### src/rtl/hbf_pkg.sv
package hbf_pkg;
  typedef enum logic {
    BUS_STROBE = 1'b0,
    BUS_ACK    = 1'b1
  } bus_mode_e;
endpackage

### src/rtl/hbf_sync.sv
module hbf_sync #(
  parameter int          W       = 1,
  parameter logic [W-1:0] RST_VAL = '0
) (
  input  logic         clk,
  input  logic         rst_n,
  input  logic [W-1:0] d,
  output logic [W-1:0] q
);
  logic [W-1:0] stage1;

  always_ff @(posedge clk or negedge rst_n) begin
    if (!rst_n) begin
      stage1 <= RST_VAL;
      q      <= RST_VAL;
    end else begin
      stage1 <= d;
      q      <= stage1;
    end
  end
endmodule

### src/rtl/hbf_dack_timer.sv
module hbf_dack_timer #(
  parameter int ACK_DLY = 2
) (
  input  logic clk,
  input  logic rst_n,
  input  logic enable,
  input  logic sel,
  output logic dack_on,
  output logic dack_rise
);
  localparam int CW = $clog2(ACK_DLY + 1);
  localparam logic [CW-1:0] LAST = CW'(ACK_DLY);

  logic [CW-1:0] cnt;
  logic          dack_q;

  always_ff @(posedge clk or negedge rst_n) begin
    if (!rst_n) begin
      cnt    <= '0;
      dack_q <= 1'b0;
    end else begin
      if (!enable || !sel)  cnt <= '0;
      else if (cnt != LAST) cnt <= cnt + 1'b1;
      dack_q <= dack_on;
    end
  end

  assign dack_on   = enable && sel && (cnt == LAST);
  assign dack_rise = dack_on && !dack_q;

  // acknowledge only after the access was already seen on the previous edge
  a_r6_dack_after_sel: assert property (@(posedge clk) disable iff (!rst_n)
    dack_on |-> $past(sel));
endmodule

### src/rtl/hbf_wr_commit.sv
module hbf_wr_commit #(
  parameter int AW = 4,
  parameter int DW = 8
) (
  input  logic          clk,
  input  logic          rst_n,
  input  logic          ack_mode,
  input  logic          cs_act,
  input  logic          wr_s,
  input  logic          rw_s,
  input  logic          dack_rise,
  input  logic [AW-1:0] addr_s,
  input  logic [DW-1:0] data_s,
  input  logic          wr_ready,
  output logic          wr_valid,
  output logic [AW-1:0] wr_addr,
  output logic [DW-1:0] wr_data
);
  localparam int PW = AW + DW;

  logic          wact, wact_d, committed, commit;
  logic          commit_strobe, commit_ack;
  logic [PW-1:0] lat, payload;

  assign wact = cs_act && (ack_mode ? !rw_s : !wr_s);

  assign commit_strobe = !ack_mode && wact_d && !wact;
  assign commit_ack    = ack_mode && !committed &&
                         ((dack_rise && wact) || (wact_d && !cs_act));
  assign commit        = commit_strobe || commit_ack;
  assign payload       = wact ? {addr_s, data_s} : lat;

  always_ff @(posedge clk or negedge rst_n) begin
    if (!rst_n) begin
      wact_d    <= 1'b0;
      lat       <= '0;
      committed <= 1'b0;
      wr_valid  <= 1'b0;
      wr_addr   <= '0;
      wr_data   <= '0;
    end else begin
      wact_d <= wact;
      if (wact) lat <= {addr_s, data_s};
      if (commit)       committed <= 1'b1;
      else if (!cs_act) committed <= 1'b0;
      if (commit) begin
        wr_valid <= 1'b1;
        {wr_addr, wr_data} <= payload;
      end else if (wr_ready) begin
        wr_valid <= 1'b0;
      end
    end
  end

  // one access never yields back-to-back commits
  a_r7_single_commit: assert property (@(posedge clk) disable iff (!rst_n)
    commit |=> !commit);
  // stalled request is frozen
  a_r10_hold_stall: assert property (@(posedge clk) disable iff (!rst_n)
    (wr_valid && !wr_ready) |=> (wr_valid && $stable(wr_addr) && $stable(wr_data)));
  // input assumption, no commit onto a stalled request
  a_r10_no_overrun: assert property (@(posedge clk) disable iff (!rst_n)
    commit |-> !(wr_valid && !wr_ready));
endmodule

### src/rtl/hostbus_frontend.sv
module hostbus_frontend
  import hbf_pkg::*;
#(
  parameter int AW      = 4,
  parameter int DW      = 8,
  parameter int ACK_DLY = 2
) (
  input  logic          clk,
  input  logic          rst_n,
  input  logic          mode_ack,
  input  logic          bus_cs_n,
  input  logic          bus_rd_n,
  input  logic          bus_wr_n,
  input  logic          bus_rw,
  input  logic          bus_inta_n,
  input  logic [AW-1:0] bus_addr,
  input  logic [DW-1:0] bus_data_in,
  output logic [DW-1:0] bus_data_out,
  output logic          bus_data_oe,
  output logic          bus_dack_n,
  output logic [AW-1:0] rd_addr,
  input  logic [DW-1:0] rd_data,
  input  logic [DW-1:0] irq_vector,
  output logic          wr_valid,
  input  logic          wr_ready,
  output logic [AW-1:0] wr_addr,
  output logic [DW-1:0] wr_data
);
  localparam int NS = 5;
  localparam int PW = AW + DW;

  bus_mode_e     mode;
  logic [NS-1:0] strb_s;
  logic [PW-1:0] pay_s;
  logic          cs_s, rd_s, wr_s, rw_s, inta_s;
  logic [AW-1:0] addr_s;
  logic [DW-1:0] data_s;
  logic          cs_act, inta_act, sel, rd_act;
  logic          dack_on, dack_rise;
  logic [DW-1:0] src;

  assign mode = bus_mode_e'(mode_ack);

  hbf_sync #(.W(NS), .RST_VAL({NS{1'b1}})) u_sync_strb (
    .clk(clk), .rst_n(rst_n),
    .d({bus_cs_n, bus_rd_n, bus_wr_n, bus_rw, bus_inta_n}),
    .q(strb_s)
  );

  hbf_sync #(.W(PW), .RST_VAL('0)) u_sync_pay (
    .clk(clk), .rst_n(rst_n),
    .d({bus_addr, bus_data_in}),
    .q(pay_s)
  );

  assign {cs_s, rd_s, wr_s, rw_s, inta_s} = strb_s;
  assign {addr_s, data_s} = pay_s;

  assign cs_act   = !cs_s;
  assign inta_act = !inta_s;
  assign sel      = cs_act || inta_act;
  assign rd_act   = sel && ((mode == BUS_ACK) ? rw_s : !rd_s);
  assign src      = inta_act ? irq_vector : rd_data;
  assign rd_addr  = addr_s;

  always_ff @(posedge clk or negedge rst_n) begin
    if (!rst_n) begin
      bus_data_oe  <= 1'b0;
      bus_data_out <= '0;
    end else begin
      bus_data_oe  <= rd_act;
      bus_data_out <= rd_act ? src : '0;
    end
  end

  hbf_dack_timer #(.ACK_DLY(ACK_DLY)) u_dack (
    .clk(clk), .rst_n(rst_n),
    .enable(mode == BUS_ACK),
    .sel(sel),
    .dack_on(dack_on),
    .dack_rise(dack_rise)
  );

  assign bus_dack_n = !dack_on;

  hbf_wr_commit #(.AW(AW), .DW(DW)) u_commit (
    .clk(clk), .rst_n(rst_n),
    .ack_mode(mode == BUS_ACK),
    .cs_act(cs_act),
    .wr_s(wr_s),
    .rw_s(rw_s),
    .dack_rise(dack_rise),
    .addr_s(addr_s),
    .data_s(data_s),
    .wr_ready(wr_ready),
    .wr_valid(wr_valid),
    .wr_addr(wr_addr),
    .wr_data(wr_data)
  );

  // read data is already enabled when the acknowledge falls
  a_r8_data_before_dack: assert property (@(posedge clk) disable iff (!rst_n)
    (dack_rise && rd_act) |-> bus_data_oe);
endmodule

### config.mk
export PLATFORM = sky130hd
export DESIGN_NAME = hostbus_frontend
export DESIGN_NICKNAME = d
export VERILOG_FILES = /design/src/rtl/hbf_pkg.sv /design/src/rtl/hbf_sync.sv /design/src/rtl/hbf_dack_timer.sv /design/src/rtl/hbf_wr_commit.sv /design/src/rtl/hostbus_frontend.sv
export SDC_FILE = /design/constraint.sdc
export NUM_CORES = 1
export LEC_CHECK = 0
export BUFFER_PORTS_ARGS = -buffer_cell sky130_fd_sc_hd__buf_2
export CAP_MARGIN = 20
export CORE_MARGIN = 3
export CORE_UTILIZATION = 35
export CTS_BUF_LIST = sky130_fd_sc_hd__clkbuf_8 sky130_fd_sc_hd__clkbuf_16
export CTS_CLUSTER_DIAMETER = 100
export DETAILED_ROUTE_END_ITERATION = 10
export PLACE_DENSITY = 0.6
export SLEW_MARGIN = 10
export SYNTH_ARGS = -nofsm -noshare
export SYNTH_HDL_FRONTEND = slang
export SYNTH_SLANG_ARGS = --single-unit
export TNS_END_PERCENT = 30
### constraint.sdc
create_clock -name clk -period 2.3 [get_ports clk]
set_input_delay 0.345 -clock clk [delete_from_list [all_inputs] [get_ports clk]]
set_output_delay 0.345 -clock clk [all_outputs]
set_load 0.02 [all_outputs]
==> metrics.txt, run 1 <==
clk sinks 73; largest net degree at the start of global routing 50; Worst-Skew Late Latency 0.33 ns; Final Hold Violating Endpoints 0; fraction of synthesized cell area taken by the top area cell type 62.5%; met3 Use GR 3.58%; Worst Path Max Fanout 14; clock skew 0.00762 ns; number of diodes added for antenna fixing 0; global-route wire length before repair 6580 µm; fraction of layout instances using a drive strength above 1 53.6%; vias in the first global route 1338; synthesized netlist cell count 147; DIE AREA 8260 µm²; synthesized-area fraction occupied by ao, oa, aoi and oai cells 1.89%; number of storage elements in the synthesis netlist 73; DRC violations left 0; largest family of logic cells by synthesized area multiplexers; Slew @ Worst Pin 0.550 ns; Die X 90.9 µm; global routing usage summed across all routing layers 10.4%; number of hold-repair buffers added at the cts stage 0; detailed placer's ending HPWL 2720 µm; setup slack at placement 0.313 ns; total global routing overflow 0; arithmetic-cell share of the synthesized area counting full adders, half adders and majority gates 0.496%; number of enable-type register cells in the synthesized netlist 0; number of warning messages in the yosys log 0; aggregate routed wire length 3920 µm; number of max-cap violations 0; most used standard cell by instance count after synthesis sky130_fd_sc_hd__dfrtp_1; Worst slew margin 63.4%; highest ir drop seen on vdd 0.000296 V; Seq/Total Area, Yosys 73.0%; RSZ-0062 raised after global routing false; post-layout min period 1.95 ns; biggest area contributors in the synthesized netlist sky130_fd_sc_hd__dfrtp_1 (63%), sky130_fd_sc_hd__dfstp_2 (10%), sky130_fd_sc_hd__mux2_4 (10%); type of destination of the critical path flip-flop; met1 Track Usage GR 12.9%; fraction of the cycle the final worst path needs 84.8%; drt first pass iters 3; number of antenna violations at the first check in global routing 0; Required @ worst endpoint 2.51 ns; CTS Buf Count 9; I/O Buffers 63; post-layout instance area 3120 µm²; GRT met2 Usage 15.6%; routability congestion estimate from global placement 0.722; number of buffers added for setup after CTS 0; Placeable Area 6910 µm²; CP arrival 2.16 ns; number of placed I/O pins 64; multiplexer fraction of the synthesized cell area 16.8%; post-layout total power 3040 µW; CTS tree built; Post-synth ARST share 100%; run status complete, no violations; Max Clk Rate 513 MHz; post-synthesis average cell area 17.2 µm²; Rows 30; final setup fails 0; Post-DP Area 2920 µm²; Lkg Pwr 0.00156 µW; ANT nets after route 0; Bufs on Longest Clock Path 2; H-tree levels 3; routed wire length per instance 12.4 µm; Simple-Gate Fraction of Synth Area 3.92%; PnR worst setup slack 0.350 ns; count of cells resized by post-cts repair 0; synthesis-to-layout area growth 23.6%; most used standard cells in the synthesized netlist sky130_fd_sc_hd__dfrtp_1 (63), sky130_fd_sc_hd__mux2_4 (17), sky130_fd_sc_hd__nor2_1 (11), sky130_fd_sc_hd__dfstp_2 (10), sky130_fd_sc_hd__mux2i_1 (9); count of different cell masters after synthesis 25; prevailing post-synth register cell sky130_fd_sc_hd__dfrtp_1; net count of the finished layout 254; Post-Synth XOR/XNOR Area 0.347%; crit path launch type flip-flop; critical path start-end classification flip-flop to flip-flop; cell area after technology mapping 2520 µm²; initial detailed-routing violation count 56; starting utilization of the core area 36.5%; total negative slack for setup checks 0 ns; total power density per cell area 975 nW/µm²; die extent in y 90.9 µm; cell type with the largest total area after synthesis sky130_fd_sc_hd__dfrtp_1; HP Class primary input to asynchronous set/reset pin; Worst-path clk slew 0.06 ns; synthesized netlist net count 185; Clk Tree Root Cell sky130_fd_sc_hd__clkbuf_8; number of pins with negative max-slew slack in the final report 0; routed via count 1292; routing layer with the top usage in global route met2; vias per std cell 4.09
[worst paths after layout]
path	start	to	slack, ns	cells after the start
max	u_dack.cnt[0]	u_commit.wr_addr[1]	0.35	7
min	rst_n	u_sync_pay.stage1[9]	0.003	1
max reg2reg	u_dack.cnt[0]	u_commit.wr_addr[1]	0.35	7
min reg2reg	u_sync_pay.stage1[5]	u_sync_pay.q[5]	0.35	0
max in group asynchronous	rst_n	u_dack.cnt[0]	1.66	2
min in group clk	bus_inta_n	u_sync_strb.stage1[0]	0.11	1
[report_power, final]
part	total (µW)	switching (µW)	internal, µW
Sequential	1540	79.6	1460
Combinational	538	276	261
Clock	962	415	547
Total	3040	771	2270
[layout make-up]
type                    instances  area, µm²
fillers                       651       3790
clock buffers                  11        151
multi-input cells              61        592
clock inverters                 4       45.0
inverters                       5       18.8
well taps                      96        120
repair buffers                 66        350
flip-flops and latches         73       1840
[stage by stage]
step                      instances  utilization [%]  hold slack, ns
after floorplan                 147                -          0.0494
after global placement          301             42.3           0.334
after detailed placement        301             42.3           0.335
after CTS                       316             45.1          0.0106
after global routing            316             45.1          0.0385
final                           316             45.1         0.00268
[cell usage in the layout, fill, tap and decap left out, drive strengths merged, types with 2 or more instances in the layout]
cell	instances
nor2	11
nand2	4
a21o	2
inv	7
mux2i	9
and3	2
clkbuf	11
mux2	24
dfstp	10
buf	66
dfrtp	63
[critical path, cell delays in order (launching register included)]
cell,delay [ns]
sky130_fd_sc_hd__dfrtp_1,0.38
sky130_fd_sc_hd__inv_1,0.06
sky130_fd_sc_hd__ha_1,0.22
sky130_fd_sc_hd__nor3b_1,0.20
sky130_fd_sc_hd__mux2i_1,0.14
sky130_fd_sc_hd__a211oi_4,0.20
sky130_fd_sc_hd__buf_4,0.28
sky130_fd_sc_hd__mux2_2,0.36
[routing by layer]
layer / share of wire (%) / vias to the layer above
li1: - / 616
met1: 43 / 642
met2: 50 / 26
met3: 4.8 / 8
met4: 2.2 / 0
met5: 0 / -
[flip-flops by register name (all words and copies together) (netlist names)]
name	count
bus_data_oe	1
u_commit.lat	12
u_sync_pay.q	12
u_sync_pay.stage1	12
u_commit.wact_d	1
u_commit.wr_data	8
u_commit.committed	1
u_sync_strb.q	5
u_sync_strb.stage1	5
bus_data_out	8
u_commit.wr_addr	4
u_commit.wr_valid	1
u_dack.dack_q	1
u_dack.cnt	2
[kinds of logic (layout without fill, tap and decap cells)]
family                   Yosys count  count (layout)
multiplexers                      33              33
XOR/XNOR                           1               1
AO/OA/AOI/OAI                      5               5
AND/OR/NAND/NOR                   21              21
adder cells (fa/ha/maj)            1               1
buffers and inverters             13              86
flip-flops                        73              73
Power figures use the tool's default switching activity.
==> run 2: changes to the inputs <==
clock period = 1.9 ns   (was 2.3 ns; I/O delays follow)
==> metrics.txt, run 2 (same netlist as run 1, synthesis figures left out) <==
CTS tree built; final setup fails 0 (unchanged); drt first pass iters 4 (+1); routed wire length per instance 12.8 µm (+3.4%); global-route wire length before repair 6880 µm (+4.6%); Worst Path Max Fanout 7 (-7); CP arrival 2.03 ns (-0.13 ns); synthesis-to-layout area growth 28.0%; fraction of the cycle the final worst path needs 94.4% (+9.6 points); clock skew 0.0117 ns (+0.00409 ns); crit path launch type flip-flop; filler-free cell count of the finished design 322 (+1.9%); Slew @ Worst Pin 0.373 ns (-0.176 ns); number of antenna violations at the first check in global routing 0 (unchanged); endpoint of the lowest-slack register-to-register path u_commit.wr_data[6]; total negative slack for setup checks 0 ns (unchanged); fraction of layout instances using a drive strength above 1 55.3% (+1.7 points); commonest cells after routing, fill and taps aside sky130_fd_sc_hd__dfrtp_1 (63), sky130_fd_sc_hd__buf_2 (63), sky130_fd_sc_hd__mux2_4 (17); routed via count 1332 (+3.1%); number of pins with negative max-slew slack in the final report 0 (unchanged); DRC violations left 0 (unchanged); global routing usage summed across all routing layers 11.1% (+0.69 points); worst flop-to-flop path startpoint u_sync_strb.q[4]; routability congestion estimate from global placement 0.714 (-1.2%); DIE AREA 8260 µm² (unchanged); post-layout min period 1.79 ns (-0.156 ns); net count of the finished layout 259 (+2.0%); Rows 30 (unchanged); run status complete, no violations; I/O Buffers 63 (unchanged); initial detailed-routing violation count 48 (-14%); critical path start-end classification flip-flop to flip-flop; CTS Buf Count 9 (unchanged); HP Class primary input to flip-flop; total global routing overflow 0 (unchanged); number of diodes added for antenna fixing 0 (unchanged); type of destination of the critical path flip-flop; sequential cell area in the final layout 1840 µm² (unchanged); die extent in y 90.9 µm (unchanged); detailed placer's ending HPWL 2800 µm (+3.1%); Die X 90.9 µm (unchanged); starting utilization of the core area 36.5% (unchanged); number of placed I/O pins 64 (unchanged); Max Clk Rate 557 MHz (+8.7%); clk sinks 73 (unchanged); Bufs on Longest Clock Path 2 (unchanged); fill count 651 (unchanged); worst reg2reg setup slack 0.11 ns (-0.24 ns); largest registers u_commit.lat x12, u_sync_pay.q x12, u_sync_pay.stage1 x12; Required @ worst endpoint 2.13 ns (-0.38 ns); placed cell count 303 (+0.66%); smallest hold slack 0.0387 ns (+0.0361 ns); hold depth 1; post-layout instance area 3230 µm² (+3.6%); Critical Path Source u_sync_strb.q[4]; Placeable Area 6910 µm² (unchanged); total power density per cell area 1190 nW/µm² (+22%); number of max-cap violations 0 (unchanged); ANT nets after route 0 (unchanged); Worst slew margin 75.1% (+12 points); Multi-input gate area 597 µm² (+0.85%); highest ir drop seen on vdd 0.000481 V (+62%); source of the worst hold timing path bus_rw; worst-case reg-to-reg path depth 5 (-2); vias in the first global route 1388 (+3.7%); largest net degree at the start of global routing 74 (+48%); Clk Tree Root Cell sky130_fd_sc_hd__clkbuf_8; H-tree levels 3 (unchanged); Lkg Pwr 0.00161 µW (+3.4%); aggregate routed wire length 4130 µm (+5.4%); Post-DP Area 2960 µm² (+1.4%); Setup crit end u_commit.wr_data[6]; vias per std cell 4.14 (+1.2%); Final Hold Violating Endpoints 0 (unchanged); Worst-path clk slew 0.08 ns (+0.02 ns); RSZ-0062 raised after global routing false; Worst-Skew Late Latency 0.34 ns (about the same)
run 2: metrics by stage:
stage / total power (µW) / utilization [%] / setup WS, ns
after floorplan: 2310 / - / 0.0273
after global placement: 2560 / 42.9 / 0.102
after detailed placement: 2580 / 42.9 / 0.0684
after CTS: 3910 / 46.3 / 0.0488
after global routing: 4050 / 46.7 / 0.0106
final: 3850 / 46.7 / 0.106
run 2: repair_timing:
action / 4_1_cts / 5_1_grt
hold endpoints to repair: 63 / 0
endpoints found under the setup margin: 1 / 12
buffers inserted: 1 / 0
gates cloned: 0 / 1
resized for setup: 0 / 1
pin swaps: 0 / 1
hold buffers: 1 / 0
run 2: worst min-delay path by stage:
stage | slack [ns] | endpoint
6_report | 0.04 | u_sync_strb.stage1[1]
3_3_place_gp | 0.33 | u_sync_pay.q[9]
2_1_floorplan | -0.01 | bus_data_oe
5_1_grt | 0.002 | u_sync_strb.stage1[1]
4_1_cts | 0.01 | u_sync_strb.stage1[1]
3_5_place_dp | 0.34 | u_sync_pay.q[9]
run 2: where the power goes:
part           internal (µW)  switching (µW)
Clock                    768             538
Sequential              1770            95.2
Combinational            338             345
run 2: metal layers:
layer | part of all wire, % | vias to the layer above | GRT usage [%]
met1 | 41 | 667 | 12.8
met2 | 51 | 32 | 17.0
li1 | - | 627 | -
met4 | 2.2 | 0 | 5.65
met5 | 0 | - | 0
met3 | 5.7 | 6 | 5.83
run 2: area by class of cell:
class                   count  area share [%]
clock buffers              10            4.26
well taps                  96            3.72
inverters                   5           0.581
clock inverters             6            2.56
flip-flops and latches     73            57.0
multi-input cells          61            18.5
repair buffers             71            13.4
run 2: worst max-delay path: stages, from the launching register on:
cell,delay [ns]
sky130_fd_sc_hd__dfstp_2,0.55
sky130_fd_sc_hd__and2b_1,0.19
sky130_fd_sc_hd__mux2i_1,0.14
sky130_fd_sc_hd__a211oi_4,0.29
sky130_fd_sc_hd__clkbuf_16,0.23
sky130_fd_sc_hd__mux2_4,0.29
==> run 3: changes to the inputs <==
HOLD_SLACK_MARGIN = 0.15   (was not set)
==> metrics.txt, run 3 (same netlist as run 1, synthesis figures left out) <==
placed cell count 303 (unchanged); Net Sw Power 981 µW (+0.36%); starting utilization of the core area 36.5% (unchanged); total negative slack for setup checks 0 ns (unchanged); post-layout min period 1.79 ns (-0.000130 ns); Placeable Area 6910 µm² (unchanged); I/O Buffers 63 (unchanged); part of the total power dissipated in the clock network 33.7% (-0.2 points); clk sinks 73 (unchanged); global routing usage summed across all routing layers 11.4% (+0.29 points); aggregate routed wire length 4230 µm (+2.6%); Max Clk Rate 557 MHz (about the same); Worst-path clk slew 0.08 ns (about the same); number of diodes added for antenna fixing 0 (unchanged); ANT nets after route 0 (unchanged); Final Hold Violating Endpoints 0 (unchanged); Bufs on Longest Clock Path 2 (unchanged); vias in the first global route 1459 (+5.1%); largest registers u_commit.lat x12, u_sync_pay.q x12, u_sync_pay.stage1 x12; hold depth 3 (+2); routability congestion estimate from global placement 0.714 (unchanged); fill count 629 (-3.4%); synthesis-to-layout area growth 34.8%; worst-case reg-to-reg path depth 5 (unchanged); switching fraction of total power 25.3% (-0.081 points); detailed placer's ending HPWL 2800 µm (unchanged); DIE AREA 8260 µm² (unchanged); sequential cell area in the final layout 1840 µm² (unchanged); net count of the finished layout 276 (+6.6%); type of destination of the critical path flip-flop; fraction of the cycle the final worst path needs 94.4% (about the same); clock skew 0.0122 ns (+0.000483 ns); drt first pass iters 4 (unchanged); Slew @ Worst Pin 0.361 ns (-0.0121 ns); initial detailed-routing violation count 50 (+4.2%); Worst-Skew Late Latency 0.34 ns (about the same); die extent in y 90.9 µm (unchanged); CTS tree built; Multi-input gate area 597 µm² (unchanged); Lkg Pwr 0.00168 µW (+4.4%); number of pins with negative max-slew slack in the final report 0 (unchanged); Required @ worst endpoint 2.13 ns (about the same); number of max-cap violations 0 (unchanged); H-tree levels 3 (unchanged); Die X 90.9 µm (unchanged); DRC violations left 0 (unchanged); routed via count 1393 (+4.6%); final setup fails 0 (unchanged); critical path start-end classification flip-flop to flip-flop; highest ir drop seen on vdd 0.000491 V (+2.1%); HP Class primary input to flip-flop; crit path launch type flip-flop; RSZ-0062 raised after global routing false; filler-free cell count of the finished design 339 (+5.3%); Worst Path Max Fanout 7 (unchanged); Clk Tree Root Cell sky130_fd_sc_hd__clkbuf_8; Rows 30 (unchanged); Worst slew margin 75.7% (+0.62 points); total power density per cell area 1140 nW/µm² (-4.4%); Int Pwr 2890 µW (+0.79%); CP arrival 2.03 ns (about the same); largest net degree at the start of global routing 74 (unchanged); vias per std cell 4.11 (-0.66%); CTS Buf Count 9 (unchanged); fraction of layout instances using a drive strength above 1 51.4% (-3.9 points); sequential share of power 48.0% (-0.4 points); routed wire length per instance 12.5 µm (-2.5%); total global routing overflow 0 (unchanged); global-route wire length before repair 7110 µm (+3.3%); combinational fraction of design power 18.3% (+0.6 points); number of antenna violations at the first check in global routing 0 (unchanged); run status complete, no violations; number of placed I/O pins 64 (unchanged); commonest cells after routing, fill and taps aside sky130_fd_sc_hd__dfrtp_1 (63), sky130_fd_sc_hd__buf_2 (63), sky130_fd_sc_hd__dlygate4sd3_1 (18)
==> run 3: cell types whose count changed in the layout (fill, tap and decap cells not counted) <==
cell and delta:
sky130_fd_sc_hd__dlygate4sd3_1 +17
==> run 3: layout make-up <==
cell class / count / share of cell area (%)
Sequential cell: 73 / 54.1
Timing Repair Buffer: 88 / 17.7
Multi-Input combinational cell: 61 / 17.6
Clock buffer: 10 / 4.05
Tap cell: 96 / 3.53
Clock inverter: 6 / 2.43
Inverter: 5 / 0.552
==> run 3: power by group through the flow <==
stage / registers (µW) / logic, µW / clock network (µW)
floorplan: 2020 / 296 / 0
global placement: 1890 / 668 / 0
detailed placement: 1900 / 679 / 0
CTS: 1870 / 714 / 1360
global route: 1890 / 767 / 1430
finish: 1860 / 710 / 1310
==> run 3: layer usage <==
layer | global-route usage, % | routed length (µm)
met1 | 12.9 | 1770
met2 | 17.8 | 2140
met3 | 5.83 | 232
met4 | 5.65 | 90
met5 | 0 | 0
==> run 3: metrics by stage <==
stage	total power, µW	utilization (%)	hold slack, ns	worst slack [ns]	cell area, µm²
finish	3880	49.2	0.180	0.106	3400
CTS	3940	48.8	0.163	0.0488	3370
detailed placement	2580	42.9	0.336	0.0684	2960
global placement	2560	42.9	0.333	0.102	2960
global route	4080	49.2	0.171	0.0106	3400
floorplan	2310	-	-0.0106	0.0273	2520
==> run 3: timing repair <==
action | in CTS | in global routing
resized for setup | 0 | 1
hold endpoints to repair | 80 | 0
hold buffers | 18 | 0
cloned | 0 | 1
buffers inserted | 1 | 0
pin swaps | 0 | 1
endpoints found under the setup margin | 1 | 12
==> run 3: worst max-delay path, stage by stage (launching register included) <==
cell	delay, ns
sky130_fd_sc_hd__dfstp_2	0.55
sky130_fd_sc_hd__and2b_1	0.19
sky130_fd_sc_hd__mux2i_1	0.14
sky130_fd_sc_hd__a211oi_4	0.29
sky130_fd_sc_hd__clkbuf_16	0.23
sky130_fd_sc_hd__mux2_4	0.29
==> run 3: worst paths after layout <==
| path | start | to | slack, ns |
|---|---|---|---|
| min reg2reg | u_sync_pay.stage1[6] | u_sync_pay.q[6] | 0.35 |
| max reg2reg | u_sync_strb.q[4] | u_commit.wr_data[6] | 0.11 |
| max | u_sync_strb.q[4] | u_commit.wr_data[6] | 0.11 |
| min | irq_vector[0] | bus_data_out[0] | 0.18 |
| min in group asynchronous | rst_n | u_sync_pay.q[9] | 0.50 |
| max in group asynchronous | rst_n | u_sync_strb.stage1[2] | 1.07 |
